==> src/rtl/oled_pkg.sv <==
package oled_pkg;

    typedef enum logic [1:0] {
        M_IDLE = 2'd0,
        M_CMD  = 2'd1,
        M_DATA = 2'd2
    } mode_e;

    typedef enum logic [3:0] {
        OP_LOCOL,
        OP_HICOL,
        OP_START,
        OP_PAGE,
        OP_MIRROR,
        OP_ALLON,
        OP_INV,
        OP_DISP,
        OP_SKIP,
        OP_NOP,
        OP_BAD
    } op_kind_e;

endpackage

==> src/rtl/oled_opcode_decode.sv <==
module oled_opcode_decode
    import oled_pkg::*;
(
    input  logic [7:0] op,
    output op_kind_e   kind
);
    always_comb begin
        if (op <= 8'h0F)                       kind = OP_LOCOL;
        else if (op <= 8'h20)                  kind = OP_HICOL;
        else if (op >= 8'h40 && op <= 8'h7F)   kind = OP_START;
        else if (op >= 8'hB0 && op <= 8'hBF)   kind = OP_PAGE;
        else if (op >= 8'hC0 && op <= 8'hC8)   kind = OP_NOP;
        else begin
            unique case (op)
                8'hA0, 8'hA1: kind = OP_MIRROR;
                8'hA4, 8'hA5: kind = OP_ALLON;
                8'hA6, 8'hA7: kind = OP_INV;
                8'hAE, 8'hAF: kind = OP_DISP;
                8'h81, 8'hA8, 8'hAD, 8'hD3, 8'hD5,
                8'hD8, 8'hD9, 8'hDA, 8'hDB: kind = OP_SKIP;
                8'hE3:        kind = OP_NOP;
                default:      kind = OP_BAD;
            endcase
        end
    end
endmodule

==> src/rtl/oled_addr_gen.sv <==
module oled_addr_gen #(
    parameter int PAGES = 8,
    parameter int COLS  = 132,
    localparam int PAGE_W = $clog2(PAGES),
    localparam int ADDR_W = $clog2(PAGES * COLS)
) (
    input  logic [PAGE_W-1:0] page,
    input  logic [7:0]        col,
    output logic [ADDR_W-1:0] addr,
    output logic              in_range,
    output logic              at_last
);
    localparam logic [7:0] LAST_COL = 8'(COLS - 1);

    always_comb begin
        addr     = ADDR_W'(page) * ADDR_W'(COLS) + ADDR_W'(col);
        in_range = (col <= LAST_COL);
        at_last  = (col == LAST_COL);
    end
endmodule

==> src/rtl/oled_cmd_decoder.sv <==
module oled_cmd_decoder
    import oled_pkg::*;
#(
    parameter int         PAGES    = 8,
    parameter int         COLS     = 132,
    parameter int         LINES    = 64,
    parameter logic [7:0] CMD_SEL  = 8'h80,
    parameter logic [7:0] DATA_SEL = 8'h40,
    localparam int PAGE_W = $clog2(PAGES),
    localparam int ADDR_W = $clog2(PAGES * COLS),
    localparam int SL_W   = $clog2(LINES)
) (
    input  logic              clk,
    input  logic              rst_n,
    input  logic              bus_start,
    input  logic              bus_stop,
    input  logic              rd_req,
    input  logic              rx_valid,
    input  logic [7:0]        rx_byte,
    output logic              mem_we,
    output logic [ADDR_W-1:0] mem_addr,
    output logic [7:0]        mem_wdata,
    output logic [PAGE_W-1:0] cur_page,
    output logic [7:0]        cur_col,
    output logic [SL_W-1:0]   start_line,
    output logic              disp_mirror,
    output logic              force_all_on,
    output logic              disp_inverse,
    output logic              disp_on,
    output logic              err_pulse
);

    typedef struct packed {
        mode_e             mode;
        logic              skip;
        logic [PAGE_W-1:0] page;
        logic [7:0]        col;
        logic [SL_W-1:0]   sline;
        logic              mirror;
        logic              all_on;
        logic              inverse;
        logic              enable;
        logic              we;
        logic [ADDR_W-1:0] addr;
        logic [7:0]        wdata;
        logic              err;
    } state_t;

    state_t state_d, state_q;

    op_kind_e          kind;
    logic [ADDR_W-1:0] wr_addr;
    logic              col_ok;
    logic              col_last;
    logic              bus_evt;

    oled_opcode_decode u_dec (
        .op   (rx_byte),
        .kind (kind)
    );

    oled_addr_gen #(
        .PAGES (PAGES),
        .COLS  (COLS)
    ) u_addr (
        .page     (state_q.page),
        .col      (state_q.col),
        .addr     (wr_addr),
        .in_range (col_ok),
        .at_last  (col_last)
    );

    assign bus_evt = bus_start | bus_stop;

    always_comb begin
        state_d     = state_q;
        state_d.we  = 1'b0;
        state_d.err = rd_req;
        if (bus_evt) begin
            state_d.mode = M_IDLE;
        end else if (rx_valid) begin
            unique case (state_q.mode)
                M_IDLE: begin
                    if (rx_byte == CMD_SEL)       state_d.mode = M_CMD;
                    else if (rx_byte == DATA_SEL) state_d.mode = M_DATA;
                    else                          state_d.err  = 1'b1;
                end
                M_DATA: begin
                    if (col_ok) begin
                        state_d.we    = 1'b1;
                        state_d.addr  = wr_addr;
                        state_d.wdata = rx_byte;
                        if (!col_last) state_d.col = state_q.col + 8'd1;
                    end
                end
                M_CMD: begin
                    if (state_q.skip) begin
                        state_d.skip = 1'b0;
                    end else begin
                        state_d.mode = M_IDLE;
                        unique case (kind)
                            OP_LOCOL:  state_d.col[3:0] = rx_byte[3:0];
                            OP_HICOL:  state_d.col[7:4] = rx_byte[3:0];
                            OP_START:  state_d.sline    = rx_byte[SL_W-1:0];
                            OP_PAGE:   state_d.page     = rx_byte[PAGE_W-1:0];
                            OP_MIRROR: state_d.mirror   = rx_byte[0];
                            OP_ALLON:  state_d.all_on   = rx_byte[0];
                            OP_INV:    state_d.inverse  = rx_byte[0];
                            OP_DISP:   state_d.enable   = rx_byte[0];
                            OP_SKIP:   state_d.skip     = 1'b1;
                            OP_NOP:    ;
                            default:   state_d.err      = 1'b1;
                        endcase
                    end
                end
                default: state_d.mode = M_IDLE;
            endcase
        end
    end

    always_ff @(posedge clk) begin
        if (!rst_n) begin
            state_q <= '0;
        end else begin
            state_q <= state_d;
        end
    end

    assign mem_we       = state_q.we;
    assign mem_addr     = state_q.addr;
    assign mem_wdata    = state_q.wdata;
    assign cur_page     = state_q.page;
    assign cur_col      = state_q.col;
    assign start_line   = state_q.sline;
    assign disp_mirror  = state_q.mirror;
    assign force_all_on = state_q.all_on;
    assign disp_inverse = state_q.inverse;
    assign disp_on      = state_q.enable;
    assign err_pulse    = state_q.err;

endmodule

==> config.mk <==
export PLATFORM = sky130hd
export DESIGN_NAME = oled_cmd_decoder
export DESIGN_NICKNAME = d
export VERILOG_FILES = /design/src/rtl/oled_pkg.sv /design/src/rtl/oled_opcode_decode.sv /design/src/rtl/oled_addr_gen.sv /design/src/rtl/oled_cmd_decoder.sv
export SDC_FILE = /design/constraint.sdc
export NUM_CORES = 1
export LEC_CHECK = 0
export BUFFER_PORTS_ARGS = -buffer_cell sky130_fd_sc_hd__buf_4
export CAP_MARGIN = 20
export CORE_UTILIZATION = 46
export CTS_BUF_LIST = sky130_fd_sc_hd__clkbuf_2 sky130_fd_sc_hd__clkbuf_4 sky130_fd_sc_hd__clkbuf_8
export CTS_CLUSTER_DIAMETER = 30
export DETAILED_ROUTE_END_ITERATION = 16
export PLACE_DENSITY = 0.71
export SLEW_MARGIN = 10
export SYNTH_ARGS = -nofsm -noshare
export SYNTH_HDL_FRONTEND = slang
export SYNTH_SLANG_ARGS = --single-unit
==> constraint.sdc <==
create_clock -name clk -period 1.85 [get_ports clk]
set_input_delay 0.185 -clock clk [delete_from_list [all_inputs] [get_ports clk]]
set_output_delay 0.185 -clock clk [all_outputs]
set_load 0.03 [all_outputs]
== After elaboration in Yosys (flattened, before gate mapping) ==
Index checks and enable logic that the tools add are counted.
Word-level totals
  register bits: 45
  latch bits: 0
  RAM bits: 0
  ROM bits: 0
  input port bits: 14
  output and inout bits: 42
  word-level logic and storage cells: 127
  memories: 0
Cells by class
  add/sub/neg operators: 2
  $mul: 1
  divide/modulo/power cells: 0
  $lt $le $gt $ge: 9
  equality and inequality tests: 38
  shift operators: 0
  muxes and demuxes: 32
  bitwise operators: 6
  reduce and logical (&&, ||, !) cells: 25
Operators by type and width (number)
  == test 8 bit (second input constant): 20
  AND reduction 5 bit: 6
  two-way mux 4 bit: 7
  <= comparator 8 bit (second input constant): 3
  case mux 4 bit (6 select lines): 1
  two-way mux 21 bit: 1
  two-way mux 20 bit: 1
  == test 4 x 3 -> 1 bit (second input constant): 4
  greater-or-equal comparator 8 bit (second input constant): 2
  two-way mux 8 bit: 2
  case mux 8 bit (2 select lines): 1
  AND reduction 7 bit: 2
  two-way mux 1 bit: 12
  adder 11 x 8 -> 11 bit: 1
  OR reduction 10 bit: 1
  OR reduction 2 bit: 5
  multiplier 3 x 6 -> 9 bit (second input constant): 1
  OR reduction 9 bit: 1
  adder 8 x 1 -> 8 bit (second input constant): 1
  == test 4 x 2 -> 1 bit (second input constant): 2
  == test 4 bit (second input constant): 2
  == test 8 x 7 -> 1 bit (second input constant): 1
  greater-or-equal comparator 8 x 7 -> 1 bit (second input constant): 1
  <= comparator 8 x 4 -> 1 bit (second input constant): 1
  22 further kinds: 34

== Logic depth before layout (Yosys ltp) ==
Gate-level depths: netlist of the first run.
  word-level depth: 15
  mapped depth: 9
  mapped depth without buffers: 9

== Cells and area by module ==
Synthesis of the first run repeated with hierarchy kept, for this count alone.
Unflattened totals
  cells, all modules: 363
  area total of the unflattened synthesis: 2964.1 um2
Modules (own cells, without submodules)
  oled_cmd_decoder: times used 1, cells each 279, area an instance 2374.8 um2, seq. area each 900.9 um2
  oled_opcode_decode: times used 1, cells each 50, area an instance 337.8 um2, seq. area each 0.0 um2
  oled_addr_gen: times used 1, cells each 34, area an instance 251.5 um2, seq. area each 0.0 um2

== Least setup slack after synthesis of the first run ==
Ideal clock, no wire load.
  path kind: register to register
  start point: register state_q (netlist bit cur_col[2])
  end point: register state_q (netlist bit cur_col[2])
  setup time: 0.122 ns
  arrival: 1.766 ns
  data required time: 1.728 ns
  path slack: -0.038 ns
  stages on the path, launching flop included: 7
  path buffers: 0
  period minus slack after synthesis: 1.888 ns
  path through: dfxtp_1 > or4_4 > nor3_2 > o21ai_2 > nor2_1 > nor2_1 > a221o_1
Between the ends
  longest elaborated chain between the ends: 4
  elaborated cells on any way between the ends: 9
  classes of those cells: add/sub (1); order compare (1); eq/ne (3); mux (3); reduce/logical (1)
RTL lines
  from (decl): RTL line oled_cmd_decoder.sv:49  | state_t state_d, state_q;
  from (signal assigned): RTL line oled_cmd_decoder.sv:125  | state_q <= state_d;
  adder 8 x 1 -> 8 bit: RTL line oled_cmd_decoder.sv:93  | if (!col_last) state_d.col = state_q.col + 8'd1;
  two-way mux 8 bit: RTL line oled_cmd_decoder.sv:93
  two-way mux 8 bit: RTL line oled_cmd_decoder.sv:89  | if (col_ok) begin
  case mux 8 bit (2 select lines): RTL line oled_cmd_decoder.sv:82  | unique case (state_q.mode)
Several ways; a longest one is shown, not always the timed one. The select of a mux whose other input is x is not followed.
A chain may end at the register's enable or synchronous reset.

== Worst setup path in the final report of the first run ==
  start point: register state_q (netlist bit cur_col[2])
  end point: register state_q (netlist bit cur_col[6])
Same word-level chain as after synthesis.

==> summary.txt, run 1 <==
Status
  • Outcome: finished, violations left
  • Violations in the final reports: negative setup slack

STA
  • Number of failing setup endpoints in the final timing report: 24
  • Worst Hold Margin: 0.09783 ns
  • Minimum clock period after layout: 1.992 ns
  • Clock skew after layout: 0.007190 ns
  • Measured slew at the worst slew-check pin: 0.5212 ns
  • Unrepaired setup endpoints after global routing: yes
  • Final critical-path share of the clock period: 1.077
  • Number of hold violations in the final report: 0
  • Final-report max-slew violation count: 0
  • Sum Neg Setup Slack: -1.582 ns
  • Setup ws final: -0.1419 ns
  • Highest Clock Rate: 502.0 MHz
  • Worst slew margin relative to its limit: 0.6521

Floorplan
  • Placeable Area: 6350 um2
  • Height of the chip: 83.10 um
  • Overall die area: 6906 um2
  • Die span in x: 83.10 um
  • Initial cell density of the core: 0.4765
  • # IOs: 56
  • Row count: 29

Clock network
  • CTS H-tree lvls: 2
  • Num CTS Buffers: 5
  • Clk pin slew, worst setup/hold paths: 0.08 ns
  • Buffer cell driving the clock tree root: sky130_fd_sc_hd__clkbuf_8
  • CTS tree: done
  • Maximum buffer depth of the clock tree: 2
  • Clock insertion delay at the later pin of the skew report: 0.30 ns
  • Clock sinks: 45
  • Hold Buf Count CTS: 0

Pwr
  • Leakage dissipation: 1.657 nW
  • Max VDD drop: 0.0002978 V
  • Power density relative to cell area: 473.8 nW/um2
  • Sum of internal, switching and leakage power: 1.870 mW

Critical path
  • CP endpoint kind: flip-flop
  • Worst Setup Start Kind: flip-flop
  • Critical path buffer and inverter count: 0
  • Setup Crit Path Kind: reg -> reg
  • Sequence of cells on the critical path: or4_4 > nor3_4 > o21ai_4 > or2_4 > o2111ai_2 > o311ai_2
  • Data arrival time at the worst-slack endpoint: 2.16 ns
  • Critical path data required time: 2.02 ns
  • Largest delay contributor family on the critical path: simple AND/OR/NAND/NOR gates
  • Critical path fanouts, max: 4
  • Register-to-register setup slack: -0.14 ns
  • Highest cell delay on the worst timing path: 0.55 ns
  • Critical-path cell with the highest stage delay: sky130_fd_sc_hd__or4_4

Synthesis
  • Most frequent cell after synthesis: sky130_fd_sc_hd__nand2_1
  • Primary FF master, synth: sky130_fd_sc_hd__dfxtp_1
  • Number of nets produced by synthesis: 392
  • Main area contributors after synthesis: sky130_fd_sc_hd__dfxtp_1 (30%), sky130_fd_sc_hd__buf_4 (9.4%), sky130_fd_sc_hd__nand2_1 (7.9%)
  • Share of the synthesized area in the top cell type: 0.2978
  • Yosys Warn Count: 0
  • Cell type contributing the most total cell area after synthesis: sky130_fd_sc_hd__dfxtp_1
  • Proportion of register bits with asynchronous set or reset after synthesis: 0
  • Synthesized instance count: 372
  • Synthesized flop and latch total: 45
  • Post-synthesis sequential area ratio: 0.2978
  • Synthesized area per cell: 8.133 um2
  • Post-synth EDFFs: 0
  • Mapped Area: 3025 um2
  • Synth cell types: 68
  • Top post-synthesis cells by count: sky130_fd_sc_hd__nand2_1 (64), sky130_fd_sc_hd__dfxtp_1 (45), sky130_fd_sc_hd__buf_4 (38)

Min path
  • Class of the tightest hold or removal check: in -> reg

Final layout
  • Multi-input gate area in the final layout: 1929 um2
  • Core occupancy in the finished layout: 0.6215
  • Syn-to-layout area delta: 30.44%
  • Antenna diodes: 0
  • Seq. cell area: 903.4 um2
  • FILL cells: 557
  • Share of cells above drive strength 1: 0.4302
  • Final-stage net count: 458
  • Post-layout instance count excluding filler cells: 514
  • Post-route cell area: 3946 um2

Global routing
  • Largest net degree at the start of global routing: 32
  • Number of antenna violations at the first check in global routing: 0
  • Wire length of the first global-routing pass: 13280 um
  • Global-route usage over all layers: 0.2350
  • Number of global-route vias before repair: 2753
  • Total gr overflow: 0

Detailed routing
  • Per-cell routed wire length: 15.92 um
  • Iteration-0 DRC count of the detailed router: 188
  • Via density: 5.687
  • Overall via count from detail_route: 2923
  • Post-detailed-route DRC marker count: 0
  • Total routed wirelength: 8181 um
  • Antenna violation net count after detailed routing: 0
  • First-pass iteration count of the detailed router: 4

Placement
  • Post-place instance area: 3583 um2
  • Count of input and output buffers: 55
  • Final weighted congestion in routability-driven placement: 0.8571
  • Half-perimeter wire length of the detailed placement result: 5831 um
  • Inst Count DP: 502
  • Dpl ws: -0.09814 ns

Flow run
  • Max_cap viols: 0
==> path summary, 6_finish.rpt <==
check,start,to,depth (start not counted)
hold / removal,rx_valid,state_q[44]$_SDFFE_PP0P_,2
hold reg to reg,mem_addr[2]$_SDFFE_PN0P_,mem_addr[2]$_SDFFE_PN0P_,2
setup reg to reg,cur_col[2]$_SDFFE_PN0P_,cur_col[6]$_SDFFE_PN0P_,6
setup / recovery,cur_col[2]$_SDFFE_PN0P_,cur_col[6]$_SDFFE_PN0P_,6
==> per-layer routing <==
metal / share of wire / GRT usage / wire length (um)
met5: 0 / 0 / 0
met4: 0.0098 / 0.06583 / 80
met3: 0.053 / 0.04573 / 436
met1: 0.47 / 0.3207 / 3832
met2: 0.47 / 0.3778 / 3831
==> logic make-up after synthesis <==
logic type      share of synthesized area
buf+inv                            0.1398
simple gates                       0.2829
mux                               0.03640
fa+ha+maj                         0.02730
flops                              0.2978
xor+xnor                          0.02316
compound gates                     0.1927
==> layout by cell type, fill, tap and decap left out, types with 6 or more instances in the layout <==
cell / instances
sky130_fd_sc_hd__a21oi_2: 11
sky130_fd_sc_hd__nand3_1: 11
sky130_fd_sc_hd__dfxtp_1: 43
sky130_fd_sc_hd__or3_1: 6
sky130_fd_sc_hd__a21oi_1: 17
sky130_fd_sc_hd__buf_4: 107
sky130_fd_sc_hd__buf_6: 8
sky130_fd_sc_hd__nand2_1: 45
sky130_fd_sc_hd__nor3_1: 7
sky130_fd_sc_hd__nand2_2: 15
sky130_fd_sc_hd__inv_1: 8
sky130_fd_sc_hd__nor2_1: 13
sky130_fd_sc_hd__mux2i_1: 11
==> sequential cells by signal, summed over array words and instances (netlist names) <==
| signal | count |
|---|---|
| mem_wdata | 8 |
| disp_inverse | 1 |
| force_all_on | 1 |
| cur_page | 3 |
| state_q | 3 |
| err_pulse | 1 |
| mem_we | 1 |
| disp_mirror | 1 |
| cur_col | 8 |
| disp_on | 1 |
| start_line | 6 |
| mem_addr | 11 |
==> where the power goes <==
group	total (mW)	switching (mW)	internal [mW]
Sequential	0.978	0.00482	0.973
Clock	0.579	0.330	0.249
Combinational	0.313	0.179	0.134
==> timing repair <==
action | in CTS | in global routing
resized for setup | 17 | 52
setup endpoints to repair | 31 | 36
pin swaps | 10 | 30
setup buffers | 3 | 1
cloned | 2 | 1
hold endpoints to repair | 0 | 0
==> area by class of cell <==
cell class                      count  area share
Sequential cell                    45      0.2289
Timing Repair Buffer              116      0.2315
Tap cell                           77     0.02441
Inverter                            8    0.007609
Clock inverter                      1    0.001268
Multi-Input combinational cell    262      0.4889
Clock buffer                        5     0.01744
==> worst register-to-register path, stage by stage, from the launching register on <==
cell,delay [ns]
sky130_fd_sc_hd__dfxtp_2,0.34
sky130_fd_sc_hd__or4_4,0.55
sky130_fd_sc_hd__nor3_4,0.22
sky130_fd_sc_hd__o21ai_4,0.11
sky130_fd_sc_hd__or2_4,0.30
sky130_fd_sc_hd__o2111ai_2,0.21
sky130_fd_sc_hd__o311ai_2,0.13
Power figures use the tool's default switching activity.
==> run 2, diff against run 1 <==
--- a/config.mk
+++ b/config.mk
@@ -7,6 +7,7 @@
 export LEC_CHECK = 0
 export BUFFER_PORTS_ARGS = -buffer_cell sky130_fd_sc_hd__buf_4
 export CAP_MARGIN = 20
+export CORE_ASPECT_RATIO = 0.5
 export CORE_UTILIZATION = 46
 export CTS_BUF_LIST = sky130_fd_sc_hd__clkbuf_2 sky130_fd_sc_hd__clkbuf_4 sky130_fd_sc_hd__clkbuf_8
 export CTS_CLUSTER_DIAMETER = 30
==> run 2 against run 1 <==
Net effect: the flow still finishes with violations (negative setup slack); combinational power about the same; first-iteration DRC count increased by 41%; clock power rose by 11%; final area up 0.98%; clock-buffer cell count unchanged; global-route usage rose by 0.71 points; via count rose by 0.96%; final cell count is 1.8% higher; flip-flop and latch count unchanged; total power grew 3.5%; wire length up 5.3%; critical endpoint unchanged; highest routed layer unchanged.
==> summary.txt, run 2 (synthesized netlist as in run 1, its figures left out) <==
STA
  • Measured slew at the worst slew-check pin: 0.4467 ns (was 0.5212 ns)
  • Final-report max-slew violation count: 0 (unchanged)
  • Sum Neg Setup Slack: -0.6537 ns (was -1.582 ns)
  • Minimum clock period after layout: 1.991 ns (was 1.992 ns)
  • Worst slew margin relative to its limit: 0.6945 (was 0.6521)
  • Number of hold violations in the final report: 0 (unchanged)
  • Setup ws final: -0.1413 ns (was -0.1419 ns)
  • Unrepaired setup endpoints after global routing: yes (unchanged)
  • Final critical-path share of the clock period: 1.076 (was 1.077)
  • Number of failing setup endpoints in the final timing report: 25 (was 24)
  • Highest Clock Rate: 502.2 MHz (was 502.0 MHz)
  • Clock skew after layout: 0.004344 ns (was 0.007190 ns)

Critical path
  • Setup Crit Path Kind: reg -> reg (unchanged)
  • Capture instance of the worst register-to-register path: cur_col[6]$_SDFFE_PN0P_ (unchanged)
  • Data arrival time at the worst-slack endpoint: 2.17 ns (was 2.16 ns)
  • Critical path fanouts, max: 6 (was 4)
  • Worst Setup Start Kind: flip-flop (unchanged)
  • Reg2reg path depth: 7 (was 6)
  • CP endpoint kind: flip-flop (unchanged)
  • Register-to-register setup slack: -0.14 ns (about the same)
  • Critical path data required time: 2.03 ns (was 2.02 ns)
  • R2r startpoint: cur_col[2]$_SDFFE_PN0P_ (unchanged)

Detailed routing
  • Post-detailed-route DRC marker count: 0 (unchanged)
  • Iteration-0 DRC count of the detailed router: 265 (was 188)
  • Total routed wirelength: 8615 um (was 8181 um)
  • First-pass iteration count of the detailed router: 5 (was 4)
  • Via density: 5.642 (was 5.687)
  • Overall via count from detail_route: 2951 (was 2923)
  • Per-cell routed wire length: 16.47 um (was 15.92 um)
  • Antenna violation net count after detailed routing: 0 (unchanged)

Min path
  • Number of instances on the worst hold path: 2 (unchanged)
  • End point of the worst hold path: state_q[44]$_SDFFE_PP0P_ (unchanged)
  • Startpoint of the most critical hold path: rx_valid (unchanged)
  • Class of the tightest hold or removal check: in -> reg (unchanged)

Clock network
  • CTS H-tree lvls: 2 (unchanged)
  • Maximum buffer depth of the clock tree: 2 (unchanged)
  • Clock sinks: 45 (unchanged)
  • Clk pin slew, worst setup/hold paths: 0.09 ns (was 0.08 ns)
  • Buffer cell driving the clock tree root: sky130_fd_sc_hd__clkbuf_8 (unchanged)
  • Clock insertion delay at the later pin of the skew report: 0.30 ns (about the same)
  • CTS tree: done (unchanged)
  • Num CTS Buffers: 5 (unchanged)

Global routing
  • Wire length of the first global-routing pass: 12620 um (was 13280 um)
  • Global-route usage over all layers: 0.2421 (was 0.2350)
  • Total gr overflow: 0 (unchanged)
  • Largest net degree at the start of global routing: 33 (was 32)
  • Number of global-route vias before repair: 2517 (was 2753)
  • Number of antenna violations at the first check in global routing: 0 (unchanged)

Pwr
  • Leakage dissipation: 1.649 nW (was 1.657 nW)
  • Fraction of power spent switching nets: 0.2902 (was 0.2747)
  • Switching component of the power: 0.5614 mW (was 0.5136 mW)
  • Fraction of power consumed by the clock network: 0.333 (was 0.310)
  • Share of power burned in registers: 0.505 (was 0.523)
  • Share of power burned in combinational logic: 0.163 (was 0.168)
  • Power density relative to cell area: 485.5 nW/um2 (was 473.8 nW/um2)
  • Cell-internal power: 1.373 mW (was 1.356 mW)
  • Max VDD drop: 0.0003124 V (was 0.0002978 V)
  • Sum of internal, switching and leakage power: 1.935 mW (was 1.870 mW)

Final layout
  • Share of cells above drive strength 1: 0.4230 (was 0.4302)
  • Most common library cell in the layout ignoring fill and taps: sky130_fd_sc_hd__buf_4 (unchanged)
  • Flip-flop count of the largest register after layout: 11 (unchanged)
  • Highest-count cells in the layout ignoring fill and taps: sky130_fd_sc_hd__buf_4 (105), sky130_fd_sc_hd__nand2_1 (50), sky130_fd_sc_hd__dfxtp_1 (43) (was sky130_fd_sc_hd__buf_4 (107), sky130_fd_sc_hd__nand2_1 (45), sky130_fd_sc_hd__dfxtp_1 (43))
  • Final-stage net count: 454 (was 458)
  • Syn-to-layout area delta: 31.72% (was 30.44%)
  • Post-route cell area: 3985 um2 (was 3946 um2)
  • Antenna diodes: 0 (unchanged)

Floorplan
  • Die span in x: 116.7 um (was 83.10 um)
  • # IOs: 56 (unchanged)
  • Height of the chip: 59.35 um (was 83.10 um)
  • Placeable Area: 6206 um2 (was 6350 um2)
  • Initial cell density of the core: 0.4875 (was 0.4765)
  • Row count: 20 (was 29)
  • Overall die area: 6925 um2 (was 6906 um2)

Placement
  • Count of input and output buffers: 55 (unchanged)
  • Half-perimeter wire length of the detailed placement result: 6169 um (was 5831 um)
  • Dpl ws: -0.1353 ns (was -0.09814 ns)
  • Post-place instance area: 3565 um2 (was 3583 um2)
  • Final weighted congestion in routability-driven placement: 0.8450 (was 0.8571)

Flow run
  • Max_cap viols: 0 (unchanged)

Status
  • Violations in the final reports: negative setup slack (unchanged)
  • Outcome: finished, violations left (unchanged)
==> run 2: cell count changes in the layout (fill, tap and decap cells not counted), sizes merged <==
| cell | previous run | this run |
|---|---|---|
| clkinvlp | 0 | 1 |
| inv | 8 | 9 |
| clkbuf | 5 | 6 |
| buf | 116 | 111 |
==> run 2: layout make-up <==
class | count | area, um2
Inverter | 8 | 30.03
Fill cell | 550 | 2221
Multi-Input combinational cell | 262 | 1949
Clock inverter | 3 | 21.27
Tap cell | 88 | 110.1
Clock buffer | 5 | 68.82
Timing Repair Buffer | 112 | 902.1
Sequential cell | 45 | 903.4
==> run 2: worst max-delay path: stages, from the launching register on <==
cell                        delay [ns]
sky130_fd_sc_hd__dfxtp_2          0.33
sky130_fd_sc_hd__or4_4            0.55
sky130_fd_sc_hd__nor3_4           0.20
sky130_fd_sc_hd__buf_4            0.15
sky130_fd_sc_hd__o2111ai_2        0.23
sky130_fd_sc_hd__o21ai_1          0.21
sky130_fd_sc_hd__nand2_1          0.07
sky130_fd_sc_hd__o311ai_1         0.13
==> run 2: worst max path at each step <==
stage                              end  cells after the start               startpoint
2_1_floorplan  cur_col[2]$_SDFFE_PN0P_                      6  cur_col[2]$_SDFFE_PN0P_
6_report       cur_col[6]$_SDFFE_PN0P_                      7  cur_col[2]$_SDFFE_PN0P_
4_1_cts        cur_col[6]$_SDFFE_PN0P_                      6  cur_col[2]$_SDFFE_PN0P_
3_3_place_gp   cur_col[6]$_SDFFE_PN0P_                      7  cur_col[2]$_SDFFE_PN0P_
5_1_grt        cur_col[6]$_SDFFE_PN0P_                      7  cur_col[2]$_SDFFE_PN0P_
3_5_place_dp   cur_col[6]$_SDFFE_PN0P_                      7               rx_byte[4]
==> run 2: routing by layer <==
| metal | global-route usage | routed length [um] |
|---|---|---|
| met1 | 0.3640 | 4189 |
| met2 | 0.3677 | 3827 |
| met3 | 0.03681 | 526 |
| met4 | 0.04521 | 71 |
| met5 | 0 | 0 |
==> run 2: power groups by stage <==
stage | sequential, mW | clock, mW | combinational [mW]
global route | 0.977 | 0.692 | 0.334
global placement | 0.999 | 0 | 0.281
detailed placement | 0.999 | 0 | 0.286
finish | 0.976 | 0.644 | 0.315
CTS | 0.976 | 0.655 | 0.293
floorplan | 1.01 | 0 | 0.157
==> run 2: repair_timing <==
item                       CTS  global route
hold buffers                 0             0
setup endpoints to repair   31            35
pin swaps                    4            34
setup buffers                2             3
cloned                       0             3
gates resized for setup     12            56
==> run 2: stage by stage <==
step | cells | hold slack, ns | utilization
floorplan | 372 | 0.2836 | -
global placement | 507 | 0.3945 | 0.5744
detailed placement | 507 | 0.4075 | 0.5744
CTS | 517 | 0.08588 | 0.5982
global route | 523 | 0.09632 | 0.6421
finish | 523 | 0.09453 | 0.6421
==> run 3, diff against run 2 <==
--- a/config.mk
+++ b/config.mk
@@ -5,14 +5,13 @@
 export SDC_FILE = /design/constraint.sdc
 export NUM_CORES = 1
 export LEC_CHECK = 0
-export BUFFER_PORTS_ARGS = -buffer_cell sky130_fd_sc_hd__buf_4
 export CAP_MARGIN = 20
 export CORE_ASPECT_RATIO = 0.5
 export CORE_UTILIZATION = 46
 export CTS_BUF_LIST = sky130_fd_sc_hd__clkbuf_2 sky130_fd_sc_hd__clkbuf_4 sky130_fd_sc_hd__clkbuf_8
 export CTS_CLUSTER_DIAMETER = 30
 export DETAILED_ROUTE_END_ITERATION = 16
-export PLACE_DENSITY = 0.71
+export DONT_BUFFER_PORTS = 1
 export SLEW_MARGIN = 10
 export SYNTH_ARGS = -nofsm -noshare
 export SYNTH_HDL_FRONTEND = slang
==> run 3 against run 2 <==
Net effect: the run still ends with negative setup slack left; clock power increased by 2%; total power shrank 4.4%; wire length down 3.0%.
==> summary.txt, run 3 (synthesized netlist as in run 1, its figures left out) <==
STA
  • Worst slew margin relative to its limit: 0.6710 (was 0.6945)
  • Clock skew after layout: 0.007983 ns (was 0.004344 ns)
  • Measured slew at the worst slew-check pin: 0.4929 ns (was 0.4467 ns)
  • Number of failing setup endpoints in the final timing report: 31 (was 25)
  • Highest Clock Rate: 513.7 MHz (was 502.2 MHz)
  • Setup ws final: -0.09672 ns (was -0.1413 ns)
  • Final critical-path share of the clock period: 1.052 (was 1.076)
  • Minimum clock period after layout: 1.947 ns (was 1.991 ns)
  • Unrepaired setup endpoints after global routing: yes (unchanged)
  • Final-report max-slew violation count: 0 (unchanged)
  • Number of hold violations in the final report: 0 (unchanged)
  • Sum Neg Setup Slack: -1.633 ns (was -0.6537 ns)

Placement
  • Half-perimeter wire length of the detailed placement result: 5876 um (was 6169 um)
  • Final weighted congestion in routability-driven placement: 0.9252 (was 0.8450)
  • Count of input and output buffers: 0 (was 55)

Clock network
  • Maximum buffer depth of the clock tree: 2 (unchanged)
  • Clock insertion delay at the later pin of the skew report: 0.32 ns (was 0.30 ns)
  • Buffer cell driving the clock tree root: sky130_fd_sc_hd__clkbuf_8 (unchanged)
  • CTS tree: done (unchanged)
  • Num CTS Buffers: 5 (unchanged)
  • Clock sinks: 45 (unchanged)
  • CTS H-tree lvls: 2 (unchanged)
  • Clk pin slew, worst setup/hold paths: 0.10 ns (was 0.09 ns)

Detailed routing
  • Total routed wirelength: 8357 um (was 8615 um)
  • Iteration-0 DRC count of the detailed router: 241 (was 265)
  • Via density: 5.922 (was 5.642)
  • First-pass iteration count of the detailed router: 5 (unchanged)
  • Per-cell routed wire length: 18.17 um (was 16.47 um)
  • Overall via count from detail_route: 2724 (was 2951)
  • Antenna violation net count after detailed routing: 0 (unchanged)
  • Post-detailed-route DRC marker count: 0 (unchanged)

Final layout
  • Final-stage net count: 391 (was 454)
  • Most common library cell in the layout ignoring fill and taps: sky130_fd_sc_hd__nand2_1 (was sky130_fd_sc_hd__buf_4)
  • Flip-flop count of the largest register after layout: 11 (unchanged)
  • Antenna diodes: 0 (unchanged)
  • Highest-count cells in the layout ignoring fill and taps: sky130_fd_sc_hd__nand2_1 (52), sky130_fd_sc_hd__dfxtp_1 (41), sky130_fd_sc_hd__buf_4 (37) (was sky130_fd_sc_hd__buf_4 (105), sky130_fd_sc_hd__nand2_1 (50), sky130_fd_sc_hd__dfxtp_1 (43))
  • Syn-to-layout area delta: 13.65% (was 31.72%)
  • FILL cells: 592 (was 550)
  • Share of cells above drive strength 1: 0.2769 (was 0.4230)

Critical path
  • Sequence of cells on the critical path: or4_4 > nor3_4 > o21ai_4 > nor2_4 > buf_12 > a21o_1 > a221o_1 (was or4_4 > nor3_4 > buf_4 > o2111ai_2 > o21ai_1 > nand2_1 > o311ai_1)
  • Critical path fanouts, max: 6 (unchanged)
  • Worst Setup Start Kind: flip-flop (unchanged)
  • Highest cell delay on the worst timing path: 0.55 ns (about the same)
  • Register-to-register setup slack: -0.1 ns (was -0.14 ns)
  • Critical path data required time: 2.12 ns (was 2.03 ns)
  • Critical-path cell with the highest stage delay: sky130_fd_sc_hd__or4_4 (unchanged)
  • Data arrival time at the worst-slack endpoint: 2.21 ns (was 2.17 ns)
  • Setup Crit Path Kind: reg -> reg (unchanged)
  • CP endpoint kind: flip-flop (unchanged)

Pwr
  • Power density relative to cell area: 537.9 nW/um2 (was 485.5 nW/um2)
  • Sum of internal, switching and leakage power: 1.849 mW (was 1.935 mW)
  • Max VDD drop: 0.0002926 V (was 0.0003124 V)
  • Leakage dissipation: 1.291 nW (was 1.649 nW)

Floorplan
  • # IOs: 56 (unchanged)
  • Initial cell density of the core: 0.4875 (unchanged)
  • Height of the chip: 59.35 um (unchanged)
  • Row count: 20 (unchanged)
  • Overall die area: 6925 um2 (unchanged)
  • Placeable Area: 6206 um2 (unchanged)
  • Die span in x: 116.7 um (unchanged)

Global routing
  • Global Route met3 Usage: 0.08896 (was 0.03681)
  • Met1 Resource Use GR: 0.3476 (was 0.3640)
  • Total gr overflow: 0 (unchanged)
  • Global-route track usage on met2: 0.3753 (was 0.3677)
  • Number of antenna violations at the first check in global routing: 0 (unchanged)
  • Busiest metal layer after global routing: met2 (unchanged)
  • Largest net degree at the start of global routing: 33 (unchanged)
  • Wire length of the first global-routing pass: 13040 um (was 12620 um)
  • Global-route usage over all layers: 0.2532 (was 0.2421)
  • Number of global-route vias before repair: 2620 (was 2517)

Status
  • Outcome: finished, violations left (unchanged)
  • Violations in the final reports: negative setup slack (unchanged)

Min path
  • Class of the tightest hold or removal check: in -> reg (unchanged)

Flow run
  • Max_cap viols: 0 (unchanged)
[run 3: layout make-up]
cell class | instances | area, um2 | area share
clock buffers | 5 | 68.82 | 0.02001
clock inverters | 3 | 21.27 | 0.006186
inverters | 8 | 30.03 | 0.008734
multi-input cells | 261 | 1872 | 0.5444
flip-flops and latches | 45 | 905.9 | 0.2635
well taps | 88 | 110.1 | 0.03202
repair buffers | 50 | 430.4 | 0.1252
[run 3: worst paths after layout]
kind	startpoint	end	depth (start not counted)
worst max-delay path	cur_col[2]$_SDFFE_PN0P_	cur_col[2]$_SDFFE_PN0P_	7
worst min register to register	state_q[42]$_SDFFE_PN0P_	state_q[42]$_SDFFE_PN0P_	2
worst min-delay path	rx_byte[5]	start_line[5]$_SDFFE_PN0P_	2
worst max register to register	cur_col[2]$_SDFFE_PN0P_	cur_col[2]$_SDFFE_PN0P_	7
[run 3: report_power, final]
part | internal [mW] | switching, mW
sequential | 0.973 | 0.00752
clock | 0.269 | 0.386
combinational | 0.0976 | 0.116
[run 3: critical path: cells and delay by family, from the launching register on]
kind / cells / cell delay (ns)
AND/OR/NAND/NOR: 3 / 0.93
AO/OA/AOI/OAI: 3 / 0.48
flip-flops: 1 / 0.34
buffers and inverters: 1 / 0.14
[run 3: layer usage]
layer,vias up,wire (um),part of all wire
li1,1289,-,-
met1,1314,4000,0.48
met2,105,3477,0.42
met3,16,779,0.093
met4,0,99,0.012
met5,-,0,0
[run 3: stage by stage]
step,std cells,utilization,setup WS (ns),instance area [um2],hold slack [ns]
6_report,460,0.5540,-0.09672,3438,0.005827
5_1_grt,460,0.5540,-0.1690,3438,0.008165
4_1_cts,455,0.5272,-0.05753,3272,0.001330
3_5_place_dp,438,0.4889,-0.09540,3034,0.2878
3_3_place_gp,438,0.4889,-0.06725,3034,0.2886
2_1_floorplan,372,-,-0.01173,3034,0.2836
[run 3: what timing repair did]
item,in CTS,in global routing
pin swaps,10,28
endpoints found under the setup margin,22,35
endpoints found under the hold margin,4,5
gates resized for setup,11,38
setup buffers,4,1
hold buffers,4,5
gates cloned,1,0
